==> src/rtl/dpg_pkg.sv <==
package dpg_pkg;

    localparam int SEL_W   = 3;
    localparam int N_PHASE = 10;

    typedef enum logic [N_PHASE-1:0] {
        PH0 = 10'b00_0000_0001,
        PH1 = 10'b00_0000_0010,
        PH2 = 10'b00_0000_0100,
        PH3 = 10'b00_0000_1000,
        PH4 = 10'b00_0001_0000,
        PH5 = 10'b00_0010_0000,
        PH6 = 10'b00_0100_0000,
        PH7 = 10'b00_1000_0000,
        PH8 = 10'b01_0000_0000,
        PH9 = 10'b10_0000_0000
    } phase_t;

    typedef struct packed {
        logic [SEL_W-1:0] rate;
        logic [SEL_W-1:0] duty;
        logic             hold_low;
    } cfg_t;

endpackage

==> src/rtl/dpg_prescaler.sv <==
module dpg_prescaler #(
    parameter int SEL_W = dpg_pkg::SEL_W
) (
    input  logic             clk,
    input  logic             rst,
    input  logic [SEL_W-1:0] rate,
    output logic             step
);
    localparam int CNT_W = (1 << SEL_W) - 1;

    logic [CNT_W-1:0] cnt_q;
    logic [CNT_W-1:0] limit;

    // Terminal count is 2^rate - 1; rate 0 gives 0, so every cycle is a step.
    always_comb begin
        limit = CNT_W'((32'd1 << rate) - 32'd1);
        step  = (cnt_q == limit);
    end

    always_ff @(posedge clk) begin
        if (rst) begin
            cnt_q <= '0;
        end else if (step) begin
            cnt_q <= '0;
        end else begin
            cnt_q <= cnt_q + 1'b1;
        end
    end
endmodule

==> src/rtl/dpg_sequencer.sv <==
module dpg_sequencer
    import dpg_pkg::*;
(
    input  logic   clk,
    input  logic   rst,
    input  logic   step,
    output phase_t phase_q,
    output logic   wrap
);
    phase_t phase_d;

    // State register.
    always_ff @(posedge clk) begin
        if (rst) begin
            phase_q <= PH0;
        end else begin
            phase_q <= phase_d;
        end
    end

    // Next-state logic.
    always_comb begin
        phase_d = phase_q;
        if (step) begin
            unique case (phase_q)
                PH0: phase_d = PH1;
                PH1: phase_d = PH2;
                PH2: phase_d = PH3;
                PH3: phase_d = PH4;
                PH4: phase_d = PH5;
                PH5: phase_d = PH6;
                PH6: phase_d = PH7;
                PH7: phase_d = PH8;
                PH8: phase_d = PH9;
                PH9: phase_d = PH0;
                default: phase_d = PH0;
            endcase
        end
    end

    // Output: the WRAP transition marks a period boundary.
    always_comb begin
        wrap = step && (phase_q == PH9);
    end
endmodule

==> src/rtl/dpg_settings.sv <==
module dpg_settings
    import dpg_pkg::*;
(
    input  logic             clk,
    input  logic             rst,
    input  logic             wrap,
    input  logic [SEL_W-1:0] rate_in,
    input  logic [SEL_W-1:0] duty_in,
    input  logic             hold_in,
    output cfg_t             cfg_q
);
    always_ff @(posedge clk) begin
        if (rst || wrap) begin
            cfg_q.rate     <= rate_in;
            cfg_q.duty     <= duty_in;
            cfg_q.hold_low <= hold_in;
        end
    end
endmodule

==> src/rtl/dpg_out_latch.sv <==
module dpg_out_latch
    import dpg_pkg::*;
(
    input  logic             clk,
    input  logic             rst,
    input  logic             step,
    input  logic             wrap,
    input  logic [N_PHASE-1:0] phase,
    input  logic [SEL_W-1:0] duty,
    input  logic             hold_in,
    output logic             wave_q
);
    logic set_pulse;
    logic clr_pulse;

    always_comb begin
        set_pulse = wrap;
        // End of pulse: leaving phase d for phase d+1, or a boundary that starts a forced-low period.
        clr_pulse = (step && phase[duty]) || (wrap && hold_in);
    end

    always_ff @(posedge clk) begin
        if (rst) begin
            wave_q <= 1'b0;
        end else if (clr_pulse) begin
            wave_q <= 1'b0;
        end else if (set_pulse) begin
            wave_q <= 1'b1;
        end
    end
endmodule

==> src/rtl/decade_pulse_gen.sv <==
module decade_pulse_gen
    import dpg_pkg::*;
(
    input  logic             clk,
    input  logic             rst,
    input  logic [SEL_W-1:0] freq_sel,
    input  logic [SEL_W-1:0] duty_sel,
    input  logic             force_low,
    output logic             wave_out
);
    cfg_t             cfg_q;
    phase_t           phase_q;
    logic             step;
    logic             wrap;
    logic [SEL_W-1:0] freq_q;
    logic [SEL_W-1:0] duty_q;
    logic             force_q;

    assign freq_q  = cfg_q.rate;
    assign duty_q  = cfg_q.duty;
    assign force_q = cfg_q.hold_low;

    dpg_settings u_settings (
        .clk     (clk),
        .rst     (rst),
        .wrap    (wrap),
        .rate_in (freq_sel),
        .duty_in (duty_sel),
        .hold_in (force_low),
        .cfg_q   (cfg_q)
    );

    dpg_prescaler #(.SEL_W(SEL_W)) u_prescaler (
        .clk  (clk),
        .rst  (rst),
        .rate (freq_q),
        .step (step)
    );

    dpg_sequencer u_sequencer (
        .clk     (clk),
        .rst     (rst),
        .step    (step),
        .phase_q (phase_q),
        .wrap    (wrap)
    );

    dpg_out_latch u_latch (
        .clk     (clk),
        .rst     (rst),
        .step    (step),
        .wrap    (wrap),
        .phase   (phase_q),
        .duty    (duty_q),
        .hold_in (force_low),
        .wave_q  (wave_out)
    );
endmodule

==> config.mk <==
export PLATFORM = sky130hd
export DESIGN_NAME = decade_pulse_gen
export DESIGN_NICKNAME = d
export VERILOG_FILES = /design/src/rtl/dpg_pkg.sv /design/src/rtl/dpg_prescaler.sv /design/src/rtl/dpg_sequencer.sv /design/src/rtl/dpg_settings.sv /design/src/rtl/dpg_out_latch.sv /design/src/rtl/decade_pulse_gen.sv
export SDC_FILE = /design/constraint.sdc
export NUM_CORES = 1
export LEC_CHECK = 0
export BUFFER_PORTS_ARGS = -buffer_cell sky130_fd_sc_hd__clkbuf_2
export CAP_MARGIN = 30
export CORE_MARGIN = 4
export CORE_UTILIZATION = 35
export CTS_BUF_LIST = sky130_fd_sc_hd__clkbuf_16
export DETAILED_ROUTE_END_ITERATION = 16
export PLACE_DENSITY = 0.5
export SLEW_MARGIN = 20
export SYNTH_ARGS = -nofsm -noshare
export SYNTH_HDL_FRONTEND = slang
export SYNTH_HIERARCHICAL = 1
export SYNTH_SLANG_ARGS = --single-unit
export TNS_END_PERCENT = 50
==> constraint.sdc <==
create_clock -name clk -period 3.75 [get_ports clk]
set_clock_uncertainty 0.05 [all_clocks]
set_input_delay 0.1875 -clock clk [delete_from_list [all_inputs] [get_ports clk]]
set_output_delay 0.1875 -clock clk [all_outputs]
set_load 0.005 [all_outputs]
==> impl_metrics.json, run 1 <==
{
  "initialDrtViolationCount": 32,
  "timing.rr.end": "u_sequencer/phase_q[3]$_SDFFE_PP0P_",
  "final-max-slew-violation-count": 0,
  "timing_worst_setup_path_type": "reg -> reg",
  "endpoint_kind": "register",
  "setup_slack_ns": 0.760,
  "top_level_ports": 10,
  "syn_area_per_cell_um2": 9.73,
  "post-route-period-util_pct": 79.7,
  "cts_inserted_buffers": 3,
  "grt_pass1_vias": 988,
  "tightest_slew_ns": 0.573,
  "initial_utilization_pct": 36.4,
  "post_cts_hold_buffer_count": 0,
  "core_mm2": 0.00366,
  "number_of_instances_resized_during_post_cts_repair": 0,
  "cts_setup_buffers": 0,
  "grt_antenna_before_repair": 0,
  "nFillCells": 349,
  "clk_pin_slew_ns": 0.07,
  "route.detailed.vias_per_inst": 5.55,
  "worst_ep_arrival_time_ns": 3.12,
  "p_per_area_mw_per_mm2": 463,
  "drc": 0,
  "clock_latency_on_the_worst_skew_pair_ns": 0.26,
  "num_rows": 22,
  "setup_repair_after_global_routing_missed_its_margin": "no",
  "vias": 1066,
  "crit_fanout": 10,
  "outcome": "complete, no violations",
  "synthesized_area_mm2": 0.00133,
  "timing.critical_path.cells": "xor2_1 > a21boi_1 > o31ai_2 > and3_1 > clkinv_1 > nor4b_2 > nand4_1 > a21oi_1",
  "hold_class": "in -> reg",
  "floorplan_die_width_um": 69.7,
  "cts_tree": "built",
  "dpl.hpwl_mm": 1.89,
  "final_standard_cell_area_without_fillers_mm2": 0.00150,
  "reg2regPathDepth": 8,
  "drt_pass1_iterations": 4,
  "critical_path.slowest_cell": "o31ai_2",
  "cts.path.max_buffers": 2,
  "ant_nets": 0,
  "fmax_mhz": 334,
  "port-buffer-count": 9,
  "synthCells": 137,
  "reg_to_reg_start": "u_settings/cfg_q[5]$_DFFE_PP_",
  "number_of_failing_setup_endpoints_in_the_final_timing_report": 0,
  "startpoint": "u_settings/cfg_q[5]$_DFFE_PP_",
  "cp_top_family": "simple AND/OR/NAND/NOR gates",
  "grt_start_max_net_pins": 22,
  "yosys_warnings": 6,
  "post_route_cells_drive_above_1_share_pct": 17.4,
  "cts-htree-levels": 1,
  "n_antenna_cell": 0,
  "drv.max_cap_violation_count": 0,
  "floorplan.die.height_um": 69.7,
  "worst_setup_path_start_kind": "register",
  "timing.slew.headroom_pct": 61.6,
  "reg2reg_setup_slack_ns": 0.76,
  "numClockSinks": 24,
  "clockRootBuffer": "clkbuf_16",
  "vdd_drop_max_mv": 0.212,
  "total_leakage_power_nw": 0.480,
  "cp.depth": 8,
  "wire_per_inst_um": 14.1,
  "wire_length_of_the_first_global_routing_pass_mm": 4.49,
  "final_period_minus_worst_setup_slack_ns": 2.99,
  "gpl.final_weighted_congestion": 0.757,
  "synthToLayoutAreaGrowth_pct": 12.9,
  "timing.critical_path.to": "u_sequencer/phase_q[3]$_SDFFE_PP0P_",
  "placement.cell_area_mm2": 0.00140,
  "critical_path_buf_inv_count": 1,
  "grt.overflow.total": 0,
  "final_nets": 155,
  "stage_delay_of_the_slowest_cell_on_the_critical_path_ns": 0.53,
  "fin_setup_tns_ns": 0,
  "postSynthNetCount": 147,
  "die-area_mm2": 0.00486,
  "overall_global_routing_usage_pct": 11.2,
  "worst_case_setup_slack_after_placement_ns": 0.854,
  "detail_route.wirelength_mm": 2.71,
  "worstPathRequired_ns": 3.88,
  "final-hold-violation-count": 0
}
## sequential cells by signal (all words and copies together) (netlist names)
| signal | count |
|---|---|
| u_sequencer/phase_q | 10 |
| u_prescaler/cnt_q | 7 |
| u_settings/cfg_q | 6 |
| u_latch/wave_q | 1 |
## cells in the final DEF, fill, tap and decap left out, types with 3 or more instances in the layout
cell       instances
nand3_1            6
xnor2_1            5
nand2_1           13
nor2_1             9
a311oi_1           7
nand2b_1           3
nor4_1             6
clkbuf_2           9
xor2_1             4
nand3b_1           4
o21ai_0            3
inv_1              3
mux2i_1            3
clkbuf_16          3
dfxtp_1           18
a21oi_1            9
edfxtp_1           6
## routing by layer
layer	GRT usage (%)	part of all wire, %
met5	0	0
met4	3.83	1.9
met3	2.61	2.6
met2	18.5	47
met1	14.3	48
## power breakdown
part	internal (mW)	total (mW)	switching [mW]
Combinational	0.0426	0.0855	0.0430
Sequential	0.279	0.301	0.0222
Clock	0.212	0.310	0.0979
Total	0.534	0.697	0.163
## worst min-delay path by stage
stage / endpoint / from / cells past startpoint / slack, ns
2_1_floorplan: u_prescaler/cnt_q[1]$_SDFF_PP0_ / rst / 1 / 0.21
3_3_place_gp: u_settings/cfg_q[4]$_DFFE_PP_ / freq_sel[0] / 1 / 0.32
3_5_place_dp: u_settings/cfg_q[2]$_DFFE_PP_ / duty_sel[1] / 1 / 0.32
6_report: u_settings/cfg_q[3]$_DFFE_PP_ / duty_sel[2] / 1 / 0.05
4_1_cts: u_settings/cfg_q[5]$_DFFE_PP_ / freq_sel[1] / 1 / 0.05
5_1_grt: u_settings/cfg_q[5]$_DFFE_PP_ / freq_sel[1] / 1 / 0.05
## area by class of cell
type / instances / area (µm²) / share of cell area [%]
tap: 48 / 60.1 / 3.99
multi-input combinational: 102 / 731 / 48.6
inverter: 4 / 15.0 / 0.998
timing repair buffer: 10 / 52.6 / 3.49
clock buffer: 3 / 75.1 / 4.99
sequential: 24 / 541 / 35.9
clock inverter: 1 / 30.0 / 2.00
## stage by stage
| stage | utilization, % | hold WS, ns | cells | power (mW) |
|---|---|---|---|---|
| 6_report | 41.1 | 0.0472 | 192 | 0.697 |
| 5_1_grt | 41.1 | 0.0507 | 192 | 0.717 |
| 4_1_cts | 41.1 | 0.0475 | 192 | 0.699 |
| 3_5_place_dp | 38.2 | 0.317 | 188 | 0.391 |
| 3_3_place_gp | 38.2 | 0.315 | 188 | 0.392 |
| 2_1_floorplan | - | 0.210 | 137 | 0.378 |
(Power assumes the default switching activity.)
==> run 2: changes to the inputs <==
--- a/config.mk
+++ b/config.mk
@@ -11,7 +11,7 @@
 export CORE_UTILIZATION = 35
 export CTS_BUF_LIST = sky130_fd_sc_hd__clkbuf_16
 export DETAILED_ROUTE_END_ITERATION = 16
-export PLACE_DENSITY = 0.5
+export PLACE_DENSITY = 0.52
 export SLEW_MARGIN = 20
 export SYNTH_ARGS = -nofsm -noshare
 export SYNTH_HDL_FRONTEND = slang
==> constraint.sdc (replaced) <==
create_clock -name clk -period 2.67 [get_ports clk]
set_clock_uncertainty 0.05 [all_clocks]
set_input_delay 0.1335 -clock clk [delete_from_list [all_inputs] [get_ports clk]]
set_output_delay 0.1335 -clock clk [all_outputs]
set_load 0.005 [all_outputs]
==> run 2 against run 1 <==
First-iteration DRC count up 41%. Die area unchanged. Highest routed layer is now met3. Count of clock-buffer cells in the layout unchanged. Largest cell class unchanged. Sequential power up 41%. Power up 27%. Combinational power up 63%.
==> impl_metrics.json, run 2 (same netlist as run 1, synthesis figures left out) <==
{
  "outcome": "complete, no violations",
  "drv.max_cap_violation_count": 0,
  "ant_nets": 0,
  "detail_route.wirelength_mm": 2.67,
  "largest_register_ffs": 10,
  "p_per_area_mw_per_mm2": 552,
  "core_mm2": 0.00366,
  "vias": 1085,
  "commonest_cells_after_routing_fill_and_taps_aside": "dfxtp_1 (18), nand2_1 (13), clkbuf_2 (9), nor2_1 (9), a21oi_1 (9)",
  "post_route_cells_drive_above_1_share_pct": 22.4,
  "post-route-period-util_pct": 93.5,
  "crit_fanout": 8,
  "number_of_failing_setup_endpoints_in_the_final_timing_report": 0,
  "finalHoldWorstSlack_ns": 0.0121,
  "worst_ep_arrival_time_ns": 2.63,
  "timing.rr.end": "u_sequencer/phase_q[8]$_SDFFE_PP0P_",
  "hold_start": "duty_sel[1]",
  "reg2regPathDepth": 8,
  "port-buffer-count": 9,
  "initial_utilization_pct": 36.4,
  "vdd_drop_max_mv": 0.385,
  "power.total_mw": 0.884,
  "endpoint_kind": "register",
  "reg2reg_setup_slack_ns": 0.17,
  "drc": 0,
  "dpl.hpwl_mm": 1.92,
  "biggestRegsByFlops": "u_sequencer/phase_q: 10 flops, u_prescaler/cnt_q: 7 flops, u_settings/cfg_q: 6 flops",
  "grt.overflow.total": 0,
  "top_level_ports": 10,
  "cts-htree-levels": 1,
  "floorplan.die.height_um": 69.7,
  "synthToLayoutAreaGrowth_pct": 20.2,
  "tightest_slew_ns": 0.461,
  "gpl.final_weighted_congestion": 0.755,
  "fin_setup_tns_ns": 0,
  "hold-path-endpoint": "u_settings/cfg_q[2]$_DFFE_PP_",
  "overall_global_routing_usage_pct": 11.5,
  "final-hold-violation-count": 0,
  "n_antenna_cell": 0,
  "clockRootBuffer": "clkbuf_16",
  "route.detailed.vias_per_inst": 5.32,
  "final_nets": 167,
  "cts_inserted_buffers": 3,
  "num_rows": 22,
  "final-max-slew-violation-count": 0,
  "timing.slew.headroom_pct": 69.2,
  "wire_length_of_the_first_global_routing_pass_mm": 4.73,
  "cts_tree": "built",
  "cts.path.max_buffers": 2,
  "worstPathRequired_ns": 2.80,
  "hold_class": "in -> reg",
  "floorplan_die_width_um": 69.7,
  "grt_pass1_vias": 1072,
  "total_leakage_power_nw": 0.525,
  "grt_start_max_net_pins": 22,
  "nFillCells": 361,
  "clock_latency_on_the_worst_skew_pair_ns": 0.25,
  "initialDrtViolationCount": 45,
  "numClockSinks": 24,
  "layout.cells.most_common": "dfxtp_1",
  "grt_antenna_before_repair": 0,
  "drt_pass1_iterations": 4,
  "timing.hold.worst_path_depth": 1,
  "timing_worst_setup_path_type": "reg -> reg",
  "wire_per_inst_um": 13.1,
  "largest_register": "u_sequencer/phase_q",
  "clk_pin_slew_ns": 0.06,
  "fmax_mhz": 400,
  "die-area_mm2": 0.00486,
  "reg_to_reg_start": "u_settings/cfg_q[5]$_DFFE_PP_",
  "worst_setup_path_start_kind": "register",
  "final_period_minus_worst_setup_slack_ns": 2.50
}
## run 2: final cells by class
cell class	count	area [µm²]	area share (%)
Clock buffer	3	75.1	4.69
Multi-Input combinational cell	102	752	47.0
Timing Repair Buffer	22	155	9.69
Inverter	4	15.0	0.937
Tap cell	48	60.1	3.75
Sequential cell	24	541	33.7
Clock inverter	1	3.75	0.234
## run 2: worst max-delay path by stage
stage	startpoint	endpoint	slack, ns	depth (start not counted)
2_1_floorplan	u_settings/cfg_q[5]$_DFFE_PP_	u_sequencer/phase_q[8]$_SDFFE_PP0P_	0.21	9
3_3_place_gp	u_settings/cfg_q[5]$_DFFE_PP_	u_sequencer/phase_q[7]$_SDFFE_PP0P_	0.18	8
3_5_place_dp	u_settings/cfg_q[5]$_DFFE_PP_	u_sequencer/phase_q[7]$_SDFFE_PP0P_	0.11	8
4_1_cts	u_settings/cfg_q[5]$_DFFE_PP_	u_sequencer/phase_q[8]$_SDFFE_PP0P_	0.08	8
5_1_grt	u_settings/cfg_q[5]$_DFFE_PP_	u_sequencer/phase_q[6]$_SDFFE_PP0P_	-0.0007	8
6_report	u_settings/cfg_q[5]$_DFFE_PP_	u_sequencer/phase_q[8]$_SDFFE_PP0P_	0.17	8
## run 2: power by group
group | switching, mW | internal [mW]
clock | 0.122 | 0.200
combinational | 0.0652 | 0.0735
sequential | 0.0321 | 0.392
total | 0.219 | 0.665
## run 2: metrics by stage
stage | std cells | instance area, µm² | worst slack, ns | util (%)
after CTS | 202 | 1560 | 0.0815 | 42.7
after global routing | 204 | 1600 | -0.000660 | 43.7
after detailed placement | 194 | 1440 | 0.114 | 39.4
final | 204 | 1600 | 0.172 | 43.7
after floorplan | 137 | 1330 | 0.208 | -
after global placement | 194 | 1440 | 0.181 | 39.4
## run 2: worst max-delay path, cell delays in order (launching register included)
cell,delay (ns)
edfxtp_1,0.48
nand2_1,0.11
a2111oi_1,0.41
a32o_2,0.19
and3_1,0.23
or3b_2,0.49
nor4_2,0.20
nand3b_1,0.11
a21oi_1,0.16
## run 2: what timing repair did
item,in CTS,in global routing
setup endpoints to repair,0,11
hold buffers,4,1
setup buffers,0,1
hold endpoints to repair,4,1
gates resized for setup,0,5
## run 2: metal layers
metal / vias to the layer above / routed length (µm) / global-route usage [%]
met5: - / 0 / 0
met4: 0 / 0 / 1.70
met3: 0 / 83 / 3.04
met2: 11 / 1400 / 20.8
met1: 510 / 1190 / 13.9
li1: 564 / - / -
==> run 3: changes to the inputs <==
--- a/config.mk
+++ b/config.mk
@@ -8,10 +8,10 @@
 export BUFFER_PORTS_ARGS = -buffer_cell sky130_fd_sc_hd__clkbuf_2
 export CAP_MARGIN = 30
 export CORE_MARGIN = 4
-export CORE_UTILIZATION = 35
+export CORE_UTILIZATION = 53
 export CTS_BUF_LIST = sky130_fd_sc_hd__clkbuf_16
 export DETAILED_ROUTE_END_ITERATION = 16
-export PLACE_DENSITY = 0.52
+export PLACE_DENSITY = 0.73
 export SLEW_MARGIN = 20
 export SYNTH_ARGS = -nofsm -noshare
 export SYNTH_HDL_FRONTEND = slang
==> run 3 against run 2 <==
Die area decreased by 30%. Global-route usage is 8.1 points higher. Count of clock-buffer cells in the layout unchanged. Cell count fell by 9.8%. Sequential share of layout area is 0.079 points higher. Design area shrank 0.23%. Register-to-register slack worse by 0.05 ns. Critical endpoint is now u_sequencer/phase_q[1]$_SDFFE_PP0P_.
==> impl_metrics.json, run 3 (same netlist as run 1, synthesis figures left out) <==
{
  "final-hold-violation-count": 0,
  "hold_class": "in -> reg",
  "overall_global_routing_usage_pct": 19.6,
  "p_per_area_mw_per_mm2": 626,
  "clock_power_share_pct": 42.8,
  "synthToLayoutAreaGrowth_pct": 19.9,
  "endpoint_kind": "register",
  "fmax_mhz": 392,
  "switching_share_pct": 23.6,
  "cts.path.max_buffers": 2,
  "worstPathRequired_ns": 2.80,
  "wire_per_inst_um": 17.1,
  "final_period_minus_worst_setup_slack_ns": 2.55,
  "multi_input_comb_area_um2": 744,
  "clockRootBuffer": "clkbuf_16",
  "switchingPower_mw": 0.236,
  "clk_pin_slew_ns": 0.06,
  "cp_top_family": "simple AND/OR/NAND/NOR gates",
  "detail_route.wirelength_mm": 3.15,
  "proportion_of_power_drawn_by_combinational_gates_pct": 14.8,
  "drc": 0,
  "largest_register_ffs": 10,
  "critical_path_buf_inv_count": 2,
  "floorplan.die.height_um": 58.1,
  "final_cell_count_no_fill": 184,
  "cts_inserted_buffers": 3,
  "p_int_mw": 0.764,
  "worst_setup_path_start_kind": "register",
  "number_of_failing_setup_endpoints_in_the_final_timing_report": 0,
  "post_route_cells_drive_above_1_share_pct": 21.2,
  "vias": 1173,
  "post-route-period-util_pct": 95.4,
  "grt_start_max_net_pins": 22,
  "crit_fanout": 7,
  "placement.cell_area_mm2": 0.00140,
  "core_mm2": 0.00230,
  "grt_pass1_vias": 1073,
  "seq_area_um2": 541,
  "floorplan_die_width_um": 58.1,
  "route.detailed.vias_per_inst": 6.38,
  "final-max-slew-violation-count": 0,
  "n_antenna_cell": 0,
  "cts-htree-levels": 1,
  "top_level_ports": 10,
  "wire_length_of_the_first_global_routing_pass_mm": 5.00,
  "dpl.hpwl_mm": 1.88,
  "final_nets": 167,
  "dp_cells": 172,
  "layout.cells.most_common": "dfxtp_1",
  "finalHoldWorstSlack_ns": 0.131,
  "critical_path.slowest_cell": "edfxtp_1",
  "timing_worst_setup_path_type": "reg -> reg",
  "die-area_mm2": 0.00338,
  "gpl.final_weighted_congestion": 0.771,
  "timing.critical_path.cells": "nand2_1 > a2111oi_1 > a32o_2 > and3_1 > buf_4 > clkinv_1 > nor4b_2 > nand4b_1 > a21oi_1",
  "grt_antenna_before_repair": 0,
  "ant_nets": 0,
  "largest_register": "u_sequencer/phase_q",
  "drv.max_cap_violation_count": 0,
  "numClockSinks": 24,
  "port-buffer-count": 9,
  "biggestRegsByFlops": "u_sequencer/phase_q: 10 flops, u_prescaler/cnt_q: 7 flops, u_settings/cfg_q: 6 flops",
  "clock_latency_on_the_worst_skew_pair_ns": 0.26,
  "outcome": "complete, no violations",
  "grt.overflow.total": 0,
  "commonest_cells_after_routing_fill_and_taps_aside": "dfxtp_1 (18), nand2_1 (13), clkbuf_2 (9), nor2_1 (9), a21oi_1 (9)",
  "num_rows": 17,
  "tightest_slew_ns": 0.560,
  "timing.slew.headroom_pct": 62.4,
  "cts_tree": "built",
  "total_leakage_power_nw": 0.535,
  "nFillCells": 176,
  "initial_utilization_pct": 58.0,
  "vdd_drop_max_mv": 0.404,
  "p_seq_share_pct": 42.5,
  "stage_delay_of_the_slowest_cell_on_the_critical_path_ns": 0.46,
  "drt_pass1_iterations": 4,
  "worst_ep_arrival_time_ns": 2.67,
  "initialDrtViolationCount": 63,
  "final_standard_cell_area_without_fillers_mm2": 0.00160
}
==> run 3: what timing repair did <==
action	in CTS	in global routing
buffers inserted	0	2
setup endpoints to repair	0	14
resized for setup	0	3
hold buffers	6	0
hold endpoints to repair	6	0
==> run 3: metal layers <==
| metal | part of all wire [%] | wire (µm) | track usage, % |
|---|---|---|---|
| met1 | 43 | 1360 | 24.1 |
| met2 | 50 | 1570 | 32.7 |
| met3 | 6.2 | 196 | 4.23 |
| met4 | 0.73 | 23 | 8.61 |
| met5 | 0 | 0 | 0 |
==> run 3: tightest hold or removal path, cell delays in order <==
cell	delay (ns)
clkbuf_2	0.08
nand2_1	0.04
o21ai_0	0.09
a311oi_2	0.05
==> run 3: cell type report <==
class | count | share of cell area (%)
multi-input cells | 102 | 46.6
flip-flops and latches | 24 | 33.8
repair buffers | 22 | 9.87
clock buffers | 3 | 4.70
well taps | 28 | 2.19
clock inverters | 1 | 1.88
inverters | 4 | 0.940
==> run 3: final timing paths <==
| path | startpoint | end | slack [ns] | depth (start not counted) |
|---|---|---|---|---|
| setup / recovery | u_settings/cfg_q[5]$_DFFE_PP_ | u_sequencer/phase_q[1]$_SDFFE_PP0P_ | 0.12 | 9 |
| hold / removal | force_low | u_latch/wave_q$_SDFFE_PP0P_ | 0.13 | 4 |
| setup reg to reg | u_settings/cfg_q[5]$_DFFE_PP_ | u_sequencer/phase_q[1]$_SDFFE_PP0P_ | 0.12 | 9 |
| hold reg to reg | u_prescaler/cnt_q[0]$_SDFF_PP0_ | u_prescaler/cnt_q[0]$_SDFF_PP0_ | 0.50 | 1 |
==> run 3: stage by stage <==
stage	TNS, ns	util [%]	power [mW]	setup WS [ns]
6_report	0	69.6	1.00	0.122
4_1_cts	0	68.3	0.993	0.117
5_1_grt	-0.00978	69.6	1.04	-0.00189
2_1_floorplan	0	-	0.531	0.208
3_5_place_dp	0	61.1	0.558	0.136
3_3_place_gp	0	61.1	0.551	0.225
==> run 3: power groups by stage <==
stage	Clock (mW)	Sequential, mW	Combinational (mW)
floorplan	0	0.413	0.117
global placement	0	0.429	0.122
detailed placement	0	0.431	0.126
CTS	0.436	0.423	0.134
global route	0.460	0.427	0.156
finish	0.428	0.425	0.148
